--- config.mk ---
export PLATFORM = sky130hd
export DESIGN_NAME = xpq_crosspoint_ctrl
export DESIGN_NICKNAME = d
export VERILOG_FILES = /design/src/rtl/xpq_pkg.sv /design/src/rtl/xpq_stamp_fifo.sv /design/src/rtl/xpq_lo_vq_bank.sv /design/src/rtl/xpq_ring_pick.sv /design/src/rtl/xpq_crosspoint_ctrl.sv
export SDC_FILE = /design/constraint.sdc
export NUM_CORES = 1
export LEC_CHECK = 0
export BUFFER_PORTS_ARGS = -buffer_cell sky130_fd_sc_hd__buf_2
export CORE_MARGIN = 1
export CORE_UTILIZATION = 35
export CTS_CLUSTER_SIZE = 10
export DETAILED_ROUTE_END_ITERATION = 10
export GPL_ROUTABILITY_DRIVEN = 0
export GPL_TIMING_DRIVEN = 0
export PLACE_DENSITY = 0.56
export SLEW_MARGIN = 40
export SYNTH_ARGS = -nofsm -noshare
export SYNTH_HDL_FRONTEND = slang
export SYNTH_HIERARCHICAL = 1
export SYNTH_SLANG_ARGS = --single-unit
--- constraint.sdc ---
create_clock -name clk -period 5.48 [get_ports clk]
set_clock_uncertainty 0.1 [all_clocks]
set_input_delay 0.274 -clock clk [delete_from_list [all_inputs] [get_ports clk]]
set_output_delay 0.274 -clock clk [all_outputs]
set_load 0.01 [all_outputs]
--- src/rtl/xpq_pkg.sv ---
package xpq_pkg;
    localparam int STAMP_W = 8;

    typedef logic [STAMP_W-1:0] stamp_t;

    typedef enum logic {
        ORIG_TRANSIT = 1'b0,
        ORIG_LOCAL   = 1'b1
    } orig_e;

    // Head of a high-class buffer: request plus its stamp.
    typedef struct packed {
        logic   req;
        stamp_t stamp;
    } hi_head_t;

    // One cell-time transfer decision.
    typedef struct packed {
        logic   vld;
        logic   hi;
        orig_e  orig;
        stamp_t tag;
    } xfer_t;

    // True when stamp a was taken strictly earlier than stamp b (wrap-aware).
    function automatic logic stamp_older(input stamp_t a, input stamp_t b);
        stamp_t gap;
        gap = b - a;
        return (gap != '0) && !gap[STAMP_W-1];
    endfunction
endpackage

--- src/rtl/xpq_stamp_fifo.sv ---
module xpq_stamp_fifo
    import xpq_pkg::*;
#(
    parameter int DEPTH = 4,
    localparam int CW = $clog2(DEPTH + 1),
    localparam int PW = (DEPTH > 1) ? $clog2(DEPTH) : 1
) (
    input  logic          clk,
    input  logic          rst,
    input  logic          push,
    input  stamp_t        din,
    input  logic          pop,
    output hi_head_t      head,
    output logic [CW-1:0] count
);
    stamp_t        mem [DEPTH];
    logic [PW-1:0] rd_p, wr_p;
    logic          do_push, do_pop;

    function automatic logic [PW-1:0] bump(input logic [PW-1:0] p);
        return (p == PW'(DEPTH - 1)) ? '0 : p + PW'(1);
    endfunction

    assign do_push    = push && (count != CW'(DEPTH));
    assign do_pop     = pop && head.req;
    assign head.req   = (count != '0);
    assign head.stamp = mem[rd_p];

    always_ff @(posedge clk) begin
        if (do_push) mem[wr_p] <= din;
    end

    always_ff @(posedge clk) begin
        if (rst) begin
            rd_p  <= '0;
            wr_p  <= '0;
            count <= '0;
        end else begin
            if (do_push) wr_p <= bump(wr_p);
            if (do_pop)  rd_p <= bump(rd_p);
            count <= count + CW'(do_push) - CW'(do_pop);
        end
    end

    assert_fifo_bound_R9: assert property (@(posedge clk) disable iff (rst)
        count <= CW'(DEPTH));
    assert_fifo_full_drop_R9: assert property (@(posedge clk) disable iff (rst)
        (count == CW'(DEPTH) && !pop) |=> count == CW'(DEPTH));
endmodule

--- src/rtl/xpq_lo_vq_bank.sv ---
module xpq_lo_vq_bank #(
    parameter int NQ     = 3,
    parameter int DEPTH  = 4,
    parameter int MARGIN = 1,
    parameter int IDW    = 8,
    localparam int CW = $clog2(DEPTH + 1)
) (
    input  logic           clk,
    input  logic           rst,
    input  logic           push,
    input  logic [IDW-1:0] push_id,
    input  logic           pop,
    input  logic [IDW-1:0] pop_id,
    output logic [NQ-1:0]  req,
    output logic           almost_full
);
    logic [NQ-1:0] near;

    for (genvar q = 0; q < NQ; q++) begin : g_vq
        logic [CW-1:0] cnt;
        logic          hit_in, hit_out;

        assign hit_in  = push && (push_id == IDW'(q + 1)) && (cnt != CW'(DEPTH));
        assign hit_out = pop && (pop_id == IDW'(q + 1)) && (cnt != '0);
        assign req[q]  = (cnt != '0);
        assign near[q] = (cnt >= CW'(DEPTH - MARGIN));

        always_ff @(posedge clk) begin
            if (rst) cnt <= '0;
            else     cnt <= cnt + CW'(hit_in) - CW'(hit_out);
        end

        assert_vq_bound_R9: assert property (@(posedge clk) disable iff (rst)
            cnt <= CW'(DEPTH));
        assert_vq_pop_nonempty_R7: assert property (@(posedge clk) disable iff (rst)
            (pop && pop_id == IDW'(q + 1)) |-> req[q]);
    end

    assign almost_full = |near;
endmodule

--- src/rtl/xpq_ring_pick.sv ---
module xpq_ring_pick #(
    parameter int N  = 4,
    parameter int IW = 2
) (
    input  logic [N-1:0]  req,
    input  logic [IW-1:0] start,
    output logic          any,
    output logic [IW-1:0] win
);
    int s;

    // Scan from the farthest offset down so the nearest requester wins.
    always_comb begin
        any = 1'b0;
        win = start;
        s   = 0;
        for (int off = N - 1; off >= 0; off--) begin
            s = int'(start) + off;
            if (s >= N) s = s - N;
            if (req[s]) begin
                any = 1'b1;
                win = IW'(s);
            end
        end
    end
endmodule

--- src/rtl/xpq_crosspoint_ctrl.sv ---
module xpq_crosspoint_ctrl
    import xpq_pkg::*;
#(
    parameter int POS       = 4,
    parameter int LOC_DEPTH = 4,
    parameter int HI_DEPTH  = 4,
    parameter int LO_DEPTH  = 4,
    parameter int MARGIN    = 1
) (
    input  logic                clk,
    input  logic                rst,
    input  logic [STAMP_W-1:0]  sync_time,
    input  logic                loc_vld,
    input  logic                loc_hi,
    input  logic                up_vld,
    input  logic                up_hi,
    input  logic [STAMP_W-1:0]  up_tag,
    input  logic                dn_nack_hi,
    input  logic                dn_nack_lo,
    output logic                out_vld,
    output logic                out_hi,
    output logic                out_local,
    output logic [STAMP_W-1:0]  out_tag,
    output logic                up_nack_hi,
    output logic                up_nack_lo
);
    localparam int IW  = $clog2(POS);
    localparam int LCW = $clog2(LOC_DEPTH + 1);
    localparam int XCW = $clog2(LOC_DEPTH + 1);
    localparam int HCW = $clog2(HI_DEPTH + 1);

    hi_head_t         hx_head, ht_head;
    logic [XCW-1:0]   hx_cnt;
    logic [HCW-1:0]   ht_cnt;
    logic [LCW-1:0]   lx_cnt;
    logic [POS-2:0]   vq_req;
    logic [POS-1:0]   ring_req;
    logic [IW-1:0]    ring_ptr, lo_win;
    logic [IW-1:0]    tie_cnt;
    logic             lo_any, win_local;
    logic             hi_any, hi_tie, hi_local, send_hi, send_lo;
    logic             lx_in, lx_out;
    xfer_t            pick;

    // ---------------- storage ----------------
    xpq_stamp_fifo #(.DEPTH(LOC_DEPTH)) u_loc_hi (
        .clk(clk), .rst(rst),
        .push(loc_vld && loc_hi), .din(sync_time),
        .pop(send_hi && hi_local),
        .head(hx_head), .count(hx_cnt)
    );

    xpq_stamp_fifo #(.DEPTH(HI_DEPTH)) u_trn_hi (
        .clk(clk), .rst(rst),
        .push(up_vld && up_hi), .din(up_tag),
        .pop(send_hi && !hi_local),
        .head(ht_head), .count(ht_cnt)
    );

    xpq_lo_vq_bank #(.NQ(POS - 1), .DEPTH(LO_DEPTH), .MARGIN(MARGIN), .IDW(STAMP_W)) u_vq (
        .clk(clk), .rst(rst),
        .push(up_vld && !up_hi), .push_id(up_tag),
        .pop(send_lo && !win_local), .pop_id(stamp_t'(lo_win) + stamp_t'(1)),
        .req(vq_req), .almost_full(up_nack_lo)
    );

    assign lx_in  = loc_vld && !loc_hi && (lx_cnt != LCW'(LOC_DEPTH));
    assign lx_out = send_lo && win_local;

    always_ff @(posedge clk) begin
        if (rst) lx_cnt <= '0;
        else     lx_cnt <= lx_cnt + LCW'(lx_in) - LCW'(lx_out);
    end

    // ---------------- high class: age order with rotating tie-break ----------------
    assign hi_any   = hx_head.req || ht_head.req;
    assign hi_tie   = hx_head.req && ht_head.req && (hx_head.stamp == ht_head.stamp);
    assign hi_local = hx_head.req &&
                      (!ht_head.req || stamp_older(hx_head.stamp, ht_head.stamp) ||
                       (hi_tie && tie_cnt == '0));
    assign send_hi  = !dn_nack_hi && hi_any;

    // ---------------- low class: ring over identifiers 1..POS ----------------
    assign ring_req  = {(lx_cnt != '0), vq_req};
    assign win_local = (lo_win == IW'(POS - 1));
    assign send_lo   = !dn_nack_hi && !dn_nack_lo && !hi_any && lo_any;

    xpq_ring_pick #(.N(POS), .IW(IW)) u_ring (
        .req(ring_req), .start(ring_ptr), .any(lo_any), .win(lo_win)
    );

    always_ff @(posedge clk) begin
        if (rst) begin
            ring_ptr <= '0;
            tie_cnt  <= '0;
        end else begin
            if (send_lo)
                ring_ptr <= win_local ? '0 : lo_win + IW'(1);
            if (send_hi && hi_tie)
                tie_cnt <= (tie_cnt == IW'(POS - 1)) ? '0 : tie_cnt + IW'(1);
        end
    end

    // ---------------- transfer decision ----------------
    always_comb begin
        pick = '0;
        if (send_hi) begin
            pick.vld  = 1'b1;
            pick.hi   = 1'b1;
            pick.orig = hi_local ? ORIG_LOCAL : ORIG_TRANSIT;
            pick.tag  = hi_local ? hx_head.stamp : ht_head.stamp;
        end else if (send_lo) begin
            pick.vld  = 1'b1;
            pick.orig = win_local ? ORIG_LOCAL : ORIG_TRANSIT;
            pick.tag  = stamp_t'(lo_win) + stamp_t'(1);
        end
    end

    assign out_vld    = pick.vld;
    assign out_hi     = pick.hi;
    assign out_local  = (pick.orig == ORIG_LOCAL);
    assign out_tag    = pick.tag;
    assign up_nack_hi = (ht_cnt >= HCW'(HI_DEPTH - MARGIN));

    // ---------------- assertions ----------------
    assert_hold_on_hi_nack_R3: assert property (@(posedge clk) disable iff (rst)
        dn_nack_hi |-> !out_vld);
    assert_hold_keeps_store_R3: assert property (@(posedge clk) disable iff (rst)
        (dn_nack_hi && !(loc_vld && loc_hi) && !(up_vld && up_hi)) |=>
            ($stable(hx_cnt) && $stable(ht_cnt)));
    assert_lo_yields_R4: assert property (@(posedge clk) disable iff (rst)
        (out_vld && !out_hi) |-> (!hx_head.req && !ht_head.req && !dn_nack_lo));
    assert_lo_tag_range_R1: assert property (@(posedge clk) disable iff (rst)
        (out_vld && !out_hi) |-> (out_tag >= stamp_t'(1) && out_tag <= stamp_t'(POS)));
    assert_ring_advance_R7: assert property (@(posedge clk) disable iff (rst)
        (out_vld && !out_hi) |=>
            (ring_ptr == (($past(out_tag) == stamp_t'(POS)) ? '0 : IW'($past(out_tag)))));
    assert_ring_hold_R7: assert property (@(posedge clk) disable iff (rst)
        !(out_vld && !out_hi) |=> $stable(ring_ptr));
    assert_loc_lo_bound_R9: assert property (@(posedge clk) disable iff (rst)
        lx_cnt <= LCW'(LOC_DEPTH));
endmodule

After elaboration in Yosys (flattened, before gate mapping)
Memories as Yosys holds them, arrays and structs flattened. A register that Yosys moved wholly into a read port is not among the register bits.
Cells that the tools add are included.
Word-level totals
  flip-flop bits (word level): 30
  memory bits (writable): 64
  word-level logic and storage cells: 174
  memories kept: 2
Cells by class
  $add $sub $neg: 27
  order comparisons: 12
  eq/ne operators: 19
  multiplexer cells: 46
  reduce and logical (&&, ||, !) cells: 56
Memory list
  u_loc_hi.mem: words 4, bits a word 8, rd ports 1, clocked after Yosys merged registers in 1, wr ports 1, RTL line xpq_stamp_fifo.sv:16  | stamp_t mem [DEPTH];
  u_trn_hi.mem: words 4, bits a word 8, rd ports 1, clocked after Yosys merged registers in 1, wr ports 1, RTL line xpq_stamp_fifo.sv:16
Operators with widths (number)
  $lt 32x4->1 const B: 4
  $mux 32: 4
  $ge 32x4->1 const B: 3
  $sub 32x4->32 const B: 3
  $logic_and 1x1->1: 35
  $mux 2: 14
  $mux 1: 21
  $add 3x1->3: 6
  $mux 9: 2
  $ne 3x3->1 const B: 6
  $reduce_bool 3->1: 6
  $sub 3x1->3: 6
  $eq 8x2->1 const B: 2
  $add 2x1->2 const B: 6
  $eq 2x2->1 const B: 6
  $ge 3x2->1 const B: 4
  $logic_not 1->1: 9
  $bmux 1 s2: 4
  $eq 8x1->1 const B: 1
  $eq 8x8->1: 1
  $mux 8: 1
  $reduce_bool 8->1: 1
  $sub 8x8->8: 1
  $add 2x1->3 const B: 2
  other kinds (8): 12

Longest topological paths before layout
Gate-level depths: netlist of the first run.
  depth after elaboration: 16
  mapped depth: 22
  gate-level depth less buffers: 21

By module
The synthesis of the first run kept the hierarchy.
By module, submodules not included
  xpq_stamp_fifo: instances 2, cells an instance 91, area each 1637.8 um^2, seq. area each 1141.1 um^2
  xpq_crosspoint_ctrl: instances 1, cells an instance 137, area each 1043.5 um^2, seq. area each 140.1 um^2
  xpq_lo_vq_bank: instances 1, cells an instance 70, area each 670.6 um^2, seq. area each 180.2 um^2
  xpq_ring_pick: instances 1, cells an instance 16, area each 100.1 um^2, seq. area each 0.0 um^2

Least setup slack after synthesis of the first run
OpenSTA, ideal clock, no wires.
  kind: register to register
  start: register (tool-made name)
  end: register u_trn_hi.count[2]
  setup time: 0.078 ns
  data arrival time: 4.153 ns
  setup slack: 1.149 ns
  stages on the path, launching flop included: 23
  path buffers: 1
  period minus slack after synthesis: 4.331 ns
  cells stage by stage: dfxtp_1 > buf_2 > mux4_2 > inv_1 > ha_1 > inv_1 > fa_1 > xnor2_1 > nand4b_1 > a211o_1 > nor4_2 > nor2_1 > nor3_1 > o31ai_1 > inv_1 > ha_1 > inv_1 > ha_1 > inv_1 > fa_1 > xor2_1 > and2_2 > nor3_1
RTL lines
  end signal, assigned: RTL line xpq_stamp_fifo.sv:41  | count <= count + CW'(do_push) - CW'(do_pop);
  end, declared: RTL line xpq_stamp_fifo.sv:14  | output logic [CW-1:0] count

==> run summary, run 1 <==
The tools report the standard-cell row count as 43. Final non-filler cell total: 643. In this run the count of I/O pins placed on the die edge is 37. The post-detailed-route via-to-cell ratio was 4.92; the overall die area was 0.0150 mm^2.

Utilization after layout: 41.4%. The slowest library cell on the worst path was sky130_fd_sc_hd__mux4_2. The flow ran to the end, and the final reports show no timing, DRC or antenna violations. Counting stages on the worst path, the most repeated cell is sky130_fd_sc_hd__inv_1. The number of setup violations in the final report is 0. Summed over all nets, the half-perimeter wirelength after detailed placement is 7.33 mm. The wire length after detailed routing was 9.63 mm; the worst setup slack before clock tree synthesis was 0.342 ns. The aggregate negative setup slack is 0 ns. The share of the Yosys chip area taken by registers is 51.1%.

Via count of the first global-routing pass: 3217. The total area inside the core boundary comes to 0.0140 mm^2. Yosys mapped the design onto 60 distinct sky130hd cell types. The number of synthesized flops with an enable pin is 64, and the maximum level of the CTS H-tree is 3.

Dividing the final minimum period by the clock period gives 92.2%. Summing all non-filler instances in the final layout gives an area of 0.00582 mm^2. Setup repair after global routing left no endpoint under its margin.

Once the clock tree was built, the resizer swapped 0 gates to a different size. The critical path goes through buf_2 -> mux4_2 -> inv_1 -> ha_1 -> inv_1 -> fa_1 -> xnor2_1 -> nand4b_1 -> a211o_1 -> nor4_2 -> nor2_1 -> nor3_1 -> o31ai_1 -> inv_1 -> ha_1 -> inv_1 -> ha_1 -> inv_1 -> fa_1 -> xor2_1 -> and2_2 -> nor3_1. The design draws 2.31 mW.

The worst min-delay path category was in -> reg. The logs give 2.34 nW for the leakage power total and 0 for the number of antenna diodes. After the first detailed-routing iteration, the DRC count stood at 163. The critical path data arrival time is 5.22 ns, and the clock period minus worst slack is 5.05 ns.

In the global route stage, overall resource usage came out at 14.3%. Setup slack on the critical path of the routed design comes to 0.427 ns. After clock tree synthesis, the clock-pin slew on the worst setup and hold paths is 0.07 ns. The post-synthesis to final-layout area growth was 14.3%. The x dimension of the die was 123 um; the maximum buffer depth of the clock tree was 2.

In the final design database the tool counted 524 nets. The worst pin sits at a relative slew slack of 41.6%. The number of iterations in the first detailed-routing pass came out at 4. In this run the worst path has a maximum fanout of 8. At the later pin of the worst-skew pair, clock insertion delay measures 0.34 ns. After detailed placement, the design holds a cell count of 627. The logs give 36.2% for the starting density of the core and 0 for the max-slew violation count. In this design, the stage delay of the slowest critical-path cell is 0.60 ns. TritonCTS built the clock tree. Number of buffers added by the clock tree synthesis step: 9. At the worst endpoint, the required time is 5.65 ns. Of the cells placed in the final design, the portion with a size suffix greater than 1 is 21.4%. Number of vias after detailed routing: 3161.

The number of antenna violations at the first check in global routing is 0, and the die extent in y is 123 um. In the synthesized netlist the async set-or-reset flop fraction comes to 0%. In this run the cell area of the synthesized design comes to 0.00509 mm^2. The logs give 0 for the quantity of hold-fixing buffers added after cts and 198 MHz for the fmax.

During synthesis, Yosys emitted a total of 6 warnings. The buffer cell driving the clock tree root is sky130_fd_sc_hd__clkbuf_16. For this run, design rule violations remaining after detail routing come to 0. The post-synthesis area per instance is 12.6 um^2, and the largest net degree at the start of global routing is 19. Cell area after placement: 0.00552 mm^2. The actual slew at the worst max-slew pin works out to 0.863 ns.

The cell count after synthesis came out at 405. The most used flip-flop cell after synthesis was sky130_fd_sc_hd__edfxtp_1. After global routing the overflow that remains totals 0. Dividing the detail-routed wire length by the instance count gives 15.0 um.

The power per cell area is 397 mW/mm^2, and the number of failing hold endpoints at the final stage is 0. The critical path in this run is classified as reg -> reg. The worst setup path is captured at a flip-flop. The nature of the critical path startpoint was a flip-flop. The first global-routing pass estimated 16.1 mm of wire.

The logs give 0 for the count of buffers added by post-CTS timing repair for setup and 0 for the residual antenna-violating net count after detailed routing. The worst-case IR drop observed on VDD is 0.150 mV. After synthesis the netlist holds a flip-flop and latch count of 98. The port buffer count was 35; the max-cap check violation count was 0.

Clock tree synthesis found a total of 98 sinks. Hold timing on the final database bottoms out at a slack of 0.0460 ns.
-- area by class of cell --
type	count	area (um^2)
flip-flops and latches	98	2600
fillers	1326	8220
multi-input cells	264	2320
clock inverters	7	77.6
well taps	180	225
clock buffers	9	225
repair buffers	35	175
inverters	42	158
plain buffers	8	40.0
-- layout by cell type (no fill, tap or decap), types with 4 or more instances in the layout --
| master | n |
|---|---|
| sky130_fd_sc_hd__dfxtp_1 | 34 |
| sky130_fd_sc_hd__nand3_1 | 4 |
| sky130_fd_sc_hd__or3b_1 | 4 |
| sky130_fd_sc_hd__nand2_1 | 20 |
| sky130_fd_sc_hd__ha_1 | 35 |
| sky130_fd_sc_hd__nor3_1 | 13 |
| sky130_fd_sc_hd__nor2b_1 | 11 |
| sky130_fd_sc_hd__nand2b_1 | 4 |
| sky130_fd_sc_hd__xor2_1 | 4 |
| sky130_fd_sc_hd__clkbuf_16 | 9 |
| sky130_fd_sc_hd__mux2i_1 | 13 |
| sky130_fd_sc_hd__and3_2 | 8 |
| sky130_fd_sc_hd__inv_1 | 42 |
| sky130_fd_sc_hd__nand4_1 | 4 |
| sky130_fd_sc_hd__conb_1 | 8 |
| sky130_fd_sc_hd__o21ai_0 | 7 |
| sky130_fd_sc_hd__edfxtp_1 | 64 |
| sky130_fd_sc_hd__mux4_2 | 16 |
| sky130_fd_sc_hd__fa_1 | 7 |
| sky130_fd_sc_hd__a21oi_1 | 12 |
| sky130_fd_sc_hd__nor2_1 | 26 |
| sky130_fd_sc_hd__or3_1 | 6 |
| sky130_fd_sc_hd__xnor2_1 | 6 |
| sky130_fd_sc_hd__buf_2 | 37 |
-- state kept, by name, summed over array words and instances, names as in the netlist, named ones only --
register and flops:
u_trn_hi/mem 32, u_trn_hi/count 3, u_loc_hi/rd_p 2, u_loc_hi/mem 32, u_loc_hi/wr_p 2, u_trn_hi/wr_p 2, tie_cnt 2, ring_ptr 2
u_vq/g_vq.cnt 9, lx_cnt 3, u_trn_hi/rd_p 2, u_loc_hi/count 3
-- report_power, final --
group          switching (mW)  internal [mW]  leakage (nW)  total, mW
registers              0.0368          0.841         0.857      0.877
logic                   0.445          0.359          1.34      0.805
clock network           0.272          0.358         0.146      0.630
total                   0.755           1.56          2.34       2.31
-- metal layers --
metal  vias to the layer above  track usage (%)  routed length, um  part of all wire, %
met3                         7             2.56                178                  1.8
met2                        25             24.2               4760                   49
met1                      1544             18.5               4560                   47
li1                       1585                -                  -                    -
met4                         0             4.80                125                  1.3
met5                         -                0                  0                    0
-- cells in the mapped netlist (6+ instances only) --
cell                        n  area share, %
sky130_fd_sc_hd__a21oi_1   12            1.2
sky130_fd_sc_hd__dfxtp_1   34             13
sky130_fd_sc_hd__fa_1       7            2.8
sky130_fd_sc_hd__or3_1      6           0.74
sky130_fd_sc_hd__and3_2     8            1.2
sky130_fd_sc_hd__inv_1     42            3.1
sky130_fd_sc_hd__mux2i_1   13            2.6
sky130_fd_sc_hd__nor2_1    26            1.9
sky130_fd_sc_hd__nand2_1   20            1.5
sky130_fd_sc_hd__nor2b_1   11            1.4
sky130_fd_sc_hd__o21ai_0    7           0.69
sky130_fd_sc_hd__nor3_1    13            1.3
sky130_fd_sc_hd__xnor2_1    6            1.0
sky130_fd_sc_hd__ha_1      35            8.6
sky130_fd_sc_hd__mux4_2    16            7.1
sky130_fd_sc_hd__edfxtp_1  64             38
-- final timing paths --
path	slack, ns	from	to	depth (start not counted)
max	0.43	flip-flop	u_trn_hi/count[2]$_SDFF_PP0_	22
min	0.05	sync_time[5]	u_loc_hi/mem[1][5]$_DFFE_PP_	1
max reg2reg	0.43	flip-flop	u_trn_hi/count[2]$_SDFF_PP0_	22
min reg2reg	0.41	u_trn_hi/rd_p[0]$_SDFFE_PP0N_	u_trn_hi/rd_p[0]$_SDFFE_PP0N_	2
-- kinds of logic (layout without fill, tap and decap cells) --
| group | after synthesis | after routing | synth area share (%) |
|---|---|---|---|
| flip-flops | 98 | 98 | 51.1 |
| other | 1 | 8 | 0.0737 |
| multiplexers | 29 | 29 | 9.64 |
| buffers and inverters | 50 | 101 | 3.88 |
| AND/OR/NAND/NOR | 136 | 136 | 16.2 |
| XOR/XNOR | 10 | 10 | 1.72 |
| adder cells (fa/ha/maj) | 42 | 42 | 11.4 |
| AO/OA/AOI/OAI | 39 | 39 | 5.97 |
-- worst max-delay path, delay by kind of cell (launching register included) --
kind	cells	cell delay, ns
buffers and inverters	6	0.63
multiplexers	1	0.60
XOR/XNOR	2	0.33
AND/OR/NAND/NOR	6	1.24
AO/OA/AOI/OAI	2	0.49
adder cells (fa/ha/maj)	5	1.27
flip-flops	1	0.31
Power figures use the tool's default switching activity.
==> inputs of run 2 (changes only) <==
--- a/config.mk
+++ b/config.mk
@@ -6,13 +6,15 @@
 export NUM_CORES = 1
 export LEC_CHECK = 0
 export BUFFER_PORTS_ARGS = -buffer_cell sky130_fd_sc_hd__buf_2
+export CELL_PAD_IN_SITES_DETAIL_PLACEMENT = 1
+export CELL_PAD_IN_SITES_GLOBAL_PLACEMENT = 2
 export CORE_MARGIN = 1
 export CORE_UTILIZATION = 35
 export CTS_CLUSTER_SIZE = 10
 export DETAILED_ROUTE_END_ITERATION = 10
 export GPL_ROUTABILITY_DRIVEN = 0
 export GPL_TIMING_DRIVEN = 0
-export PLACE_DENSITY = 0.56
+export PLACE_DENSITY = 0.73
 export SLEW_MARGIN = 40
 export SYNTH_ARGS = -nofsm -noshare
 export SYNTH_HDL_FRONTEND = slang
==> run summary, run 2 (synthesis gave the netlist of run 1 again) <==
The tools report the final-layout worst hold slack as 0.0386 ns. The path class of the tightest hold or removal check is in -> reg. The logs give 0 for the count of buffers added by post-CTS timing repair for setup and 1526 for the number of inserted filler cells in the final layout. The max-cap check violation count came out at 0. In the layout the commonest cells are sky130_fd_sc_hd__edfxtp_1 (64), sky130_fd_sc_hd__inv_1 (42), sky130_fd_sc_hd__buf_2 (37), sky130_fd_sc_hd__ha_1 (35), sky130_fd_sc_hd__dfxtp_1 (34).

From synthesis to final layout, the design area changed by 14.1%. The leakage power total came out at 2.34 nW. Detailed routing inserted a total of 3159 vias. In this run the tool buffered the top-level ports with 35 buffer cells. Headroom to the max-slew limit came out at 56.1%. At the worst endpoint, the required time is 5.66 ns. The tools report the aggregate global routing overflow as 0. The pre-antenna-repair detailed-routing pass consisted of 4 iterations.

After detailed routing, the number of remaining DRC violations is 0. Category of the most critical setup path: reg -> reg. Dividing total power by cell area gives a power density of 396 mW/mm^2. The part of the cycle the worst path needs was 89.2%. The tools report the overall routing resource usage as 15.5%. The startpoint identified for the worst hold timing path is sync_time[2]. Of the total power, combinational logic draws 35.3%.

Most frequent standard cell in the layout excluding fill and tap cells: sky130_fd_sc_hd__edfxtp_1. The worst setup path is launched from a flip-flop. The first global-routing pass estimated 17.3 mm of wire. The logs give 149 for the number of DRC violations after detailed-routing iteration 0 and 38.2% for the register share of total power.

The switching share of power is 34.2%. The standard-cell row count is 43, and the internal power summed over all cells is 1.51 mW. The run gives 524 as the number of nets in the final layout. CTS saw 98 sinks. The clock period minus worst slack was 4.89 ns. Setup repair after global routing left no endpoint under its margin. The flow ran to the end, and the final reports show no timing, DRC or antenna violations. For the via count of the first global-routing pass, the log shows 3438. The path with the worst hold slack has its endpoint at u_loc_hi/mem[2][2]$_DFFE_PP_. Hold repair after CTS inserted 0 buffers. The terminus of the critical flop-to-flop path is u_trn_hi/count[2]$_SDFF_PP0_.

For the worst-skew pair, the clock arrives at the later sink with an insertion delay of 0.36 ns. The actual slew at the worst max-slew pin came out at 0.649 ns. The overall die area was 0.0150 mm^2; the largest fanout of any net on the critical path was 8.

Entering global routing, the biggest net connects 19 pins. The cell that appears most often on the critical path is sky130_fd_sc_hd__inv_1. On the worst path, the slowest cell contributes a delay of 0.59 ns. On the critical path, the stage with the largest delay is an instance of sky130_fd_sc_hd__mux4_2. Max-slew violation count: 0. The tools report the number of resized instances in the post-cts repair step as 0.

Walking the worst path, the cells encountered are buf_2 -> mux4_2 -> inv_1 -> ha_1 -> inv_1 -> fa_1 -> xnor2_1 -> nand4b_1 -> a211o_1 -> nor4_2 -> nor2_1 -> nor3_1 -> o31ai_1 -> inv_1 -> ha_1 -> inv_1 -> ha_1 -> inv_1 -> fa_1 -> xor2_1 -> and2_2 -> nor3_1. STA classifies the critical path endpoint as a flip-flop. Summing all multi-input logic gate instances after layout gives 0.00232 mm^2. For the total area of sequential cells, the log shows 0.00260 mm^2. Dividing the detail-routed wire length by the instance count gives 16.2 um.

The number of antenna violations at the first check in global routing was 0. In the routed layout, each cell is associated on average with a via count of 4.91. Pin placement for this block handled 37 I/O pins.

For the final routed database, the setup TNS stands at 0 ns. Net load switching power: 0.786 mW. Detailed placement ended at an HPWL of 7.87 mm. The tree is rooted in a sky130_fd_sc_hd__clkbuf_16. For the worst flop-to-flop path, the logic depth is 22. TritonCTS built the clock tree.

The number of antenna diodes is 0, and the worst hold path depth is 1. The floorplan step set the die width to 123 um. In this run the remaining antenna-violating nets after routing total 0. For this block, the routed nets add up to 10.4 mm of wire. Setup violations remaining at the end of the flow were counted as 0. The clock network accounts for 26.5% of the total power. Measured along the y axis, the die boundary spans 123 um. The starting density of the core is 36.2%. Setup slack on the worst reg-to-reg path comes out at 0.59 ns. For the worst setup path, the data arrival time is 5.07 ns.

Derived from the worst setup path, the maximum achievable clock frequency is 205 MHz. In this run, CTS created clock tree buffers numbering 9. The largest registers in the layout are u_loc_hi/mem: 32 flops, u_trn_hi/mem: 32 flops, u_vq/g_vq.cnt: 9 flops. In this run the number of H-tree levels came out at 3. Counting along the longest clock path gives a buffer depth of 2. Maximum resistive drop on vdd: 0.148 mV. After clock tree synthesis, the clock-pin slew on the worst setup and hold paths is 0.07 ns.

Cells with a size suffix above 1 make up 21.4% of the layout. The core region is 0.0140 mm^2. Number of failing hold endpoints at the final stage: 0.
## run 2: cell types whose count changed in the layout (fill, tap and decap cells not counted), sizes merged
cell,delta
bufinv,-1
inv,+1
clkinv,+1
clkinvlp,-1
## run 2: final cells by class
class,instances,share of cell area [%]
Clock inverter,7,1.01
Multi-Input combinational cell,264,40.0
Buffer,8,0.690
Sequential cell,98,44.8
Timing Repair Buffer,35,3.02
Tap cell,180,3.88
Clock buffer,9,3.88
Inverter,42,2.71
## run 2: worst max-delay path by stage
stage / from / to / cells past startpoint
floorplan: flip-flop / u_trn_hi/count[2]$_SDFF_PP0_ / 22
CTS: flip-flop / u_trn_hi/count[2]$_SDFF_PP0_ / 22
global route: flip-flop / u_trn_hi/count[2]$_SDFF_PP0_ / 22
global placement: flip-flop / u_trn_hi/count[2]$_SDFF_PP0_ / 22
finish: flip-flop / u_trn_hi/count[2]$_SDFF_PP0_ / 22
detailed placement: flip-flop / u_trn_hi/count[2]$_SDFF_PP0_ / 22
## run 2: critical path, delay by kind of cell, from the launching register on
| kind | cells | cell delay (ns) |
|---|---|---|
| multiplexers | 1 | 0.59 |
| adder cells (fa/ha/maj) | 5 | 1.25 |
| XOR/XNOR | 2 | 0.33 |
| AO/OA/AOI/OAI | 2 | 0.48 |
| buffers and inverters | 6 | 0.60 |
| flip-flops | 1 | 0.30 |
| AND/OR/NAND/NOR | 6 | 1.16 |
## run 2: power groups by stage
stage / registers (mW) / clock network [mW] / logic, mW
CTS: 0.879 / 0.625 / 0.829
global route: 0.885 / 0.652 / 0.910
detailed placement: 0.894 / 0 / 0.827
floorplan: 0.884 / 0 / 0.605
global placement: 0.892 / 0 / 0.811
finish: 0.878 / 0.609 / 0.813
## run 2: routing by layer
metal | global-route usage [%] | up-vias | share of wire [%]
met1 | 19.7 | 1545 | 47
met5 | 0 | - | 0
li1 | - | 1571 | -
met2 | 25.5 | 29 | 48
met4 | 6.86 | 0 | 2.1
met3 | 2.93 | 14 | 2.4
## run 2: per-stage QoR
stage,worst slack [ns],cells,cell area (um^2),total power [mW],util [%]
floorplan,1.15,412,5120,1.49,-
detailed placement,0.556,627,5520,1.72,39.3
global placement,0.588,627,5520,1.70,39.3
CTS,0.542,643,5810,2.33,41.4
finish,0.593,643,5810,2.30,41.4
global route,0.183,643,5810,2.45,41.4
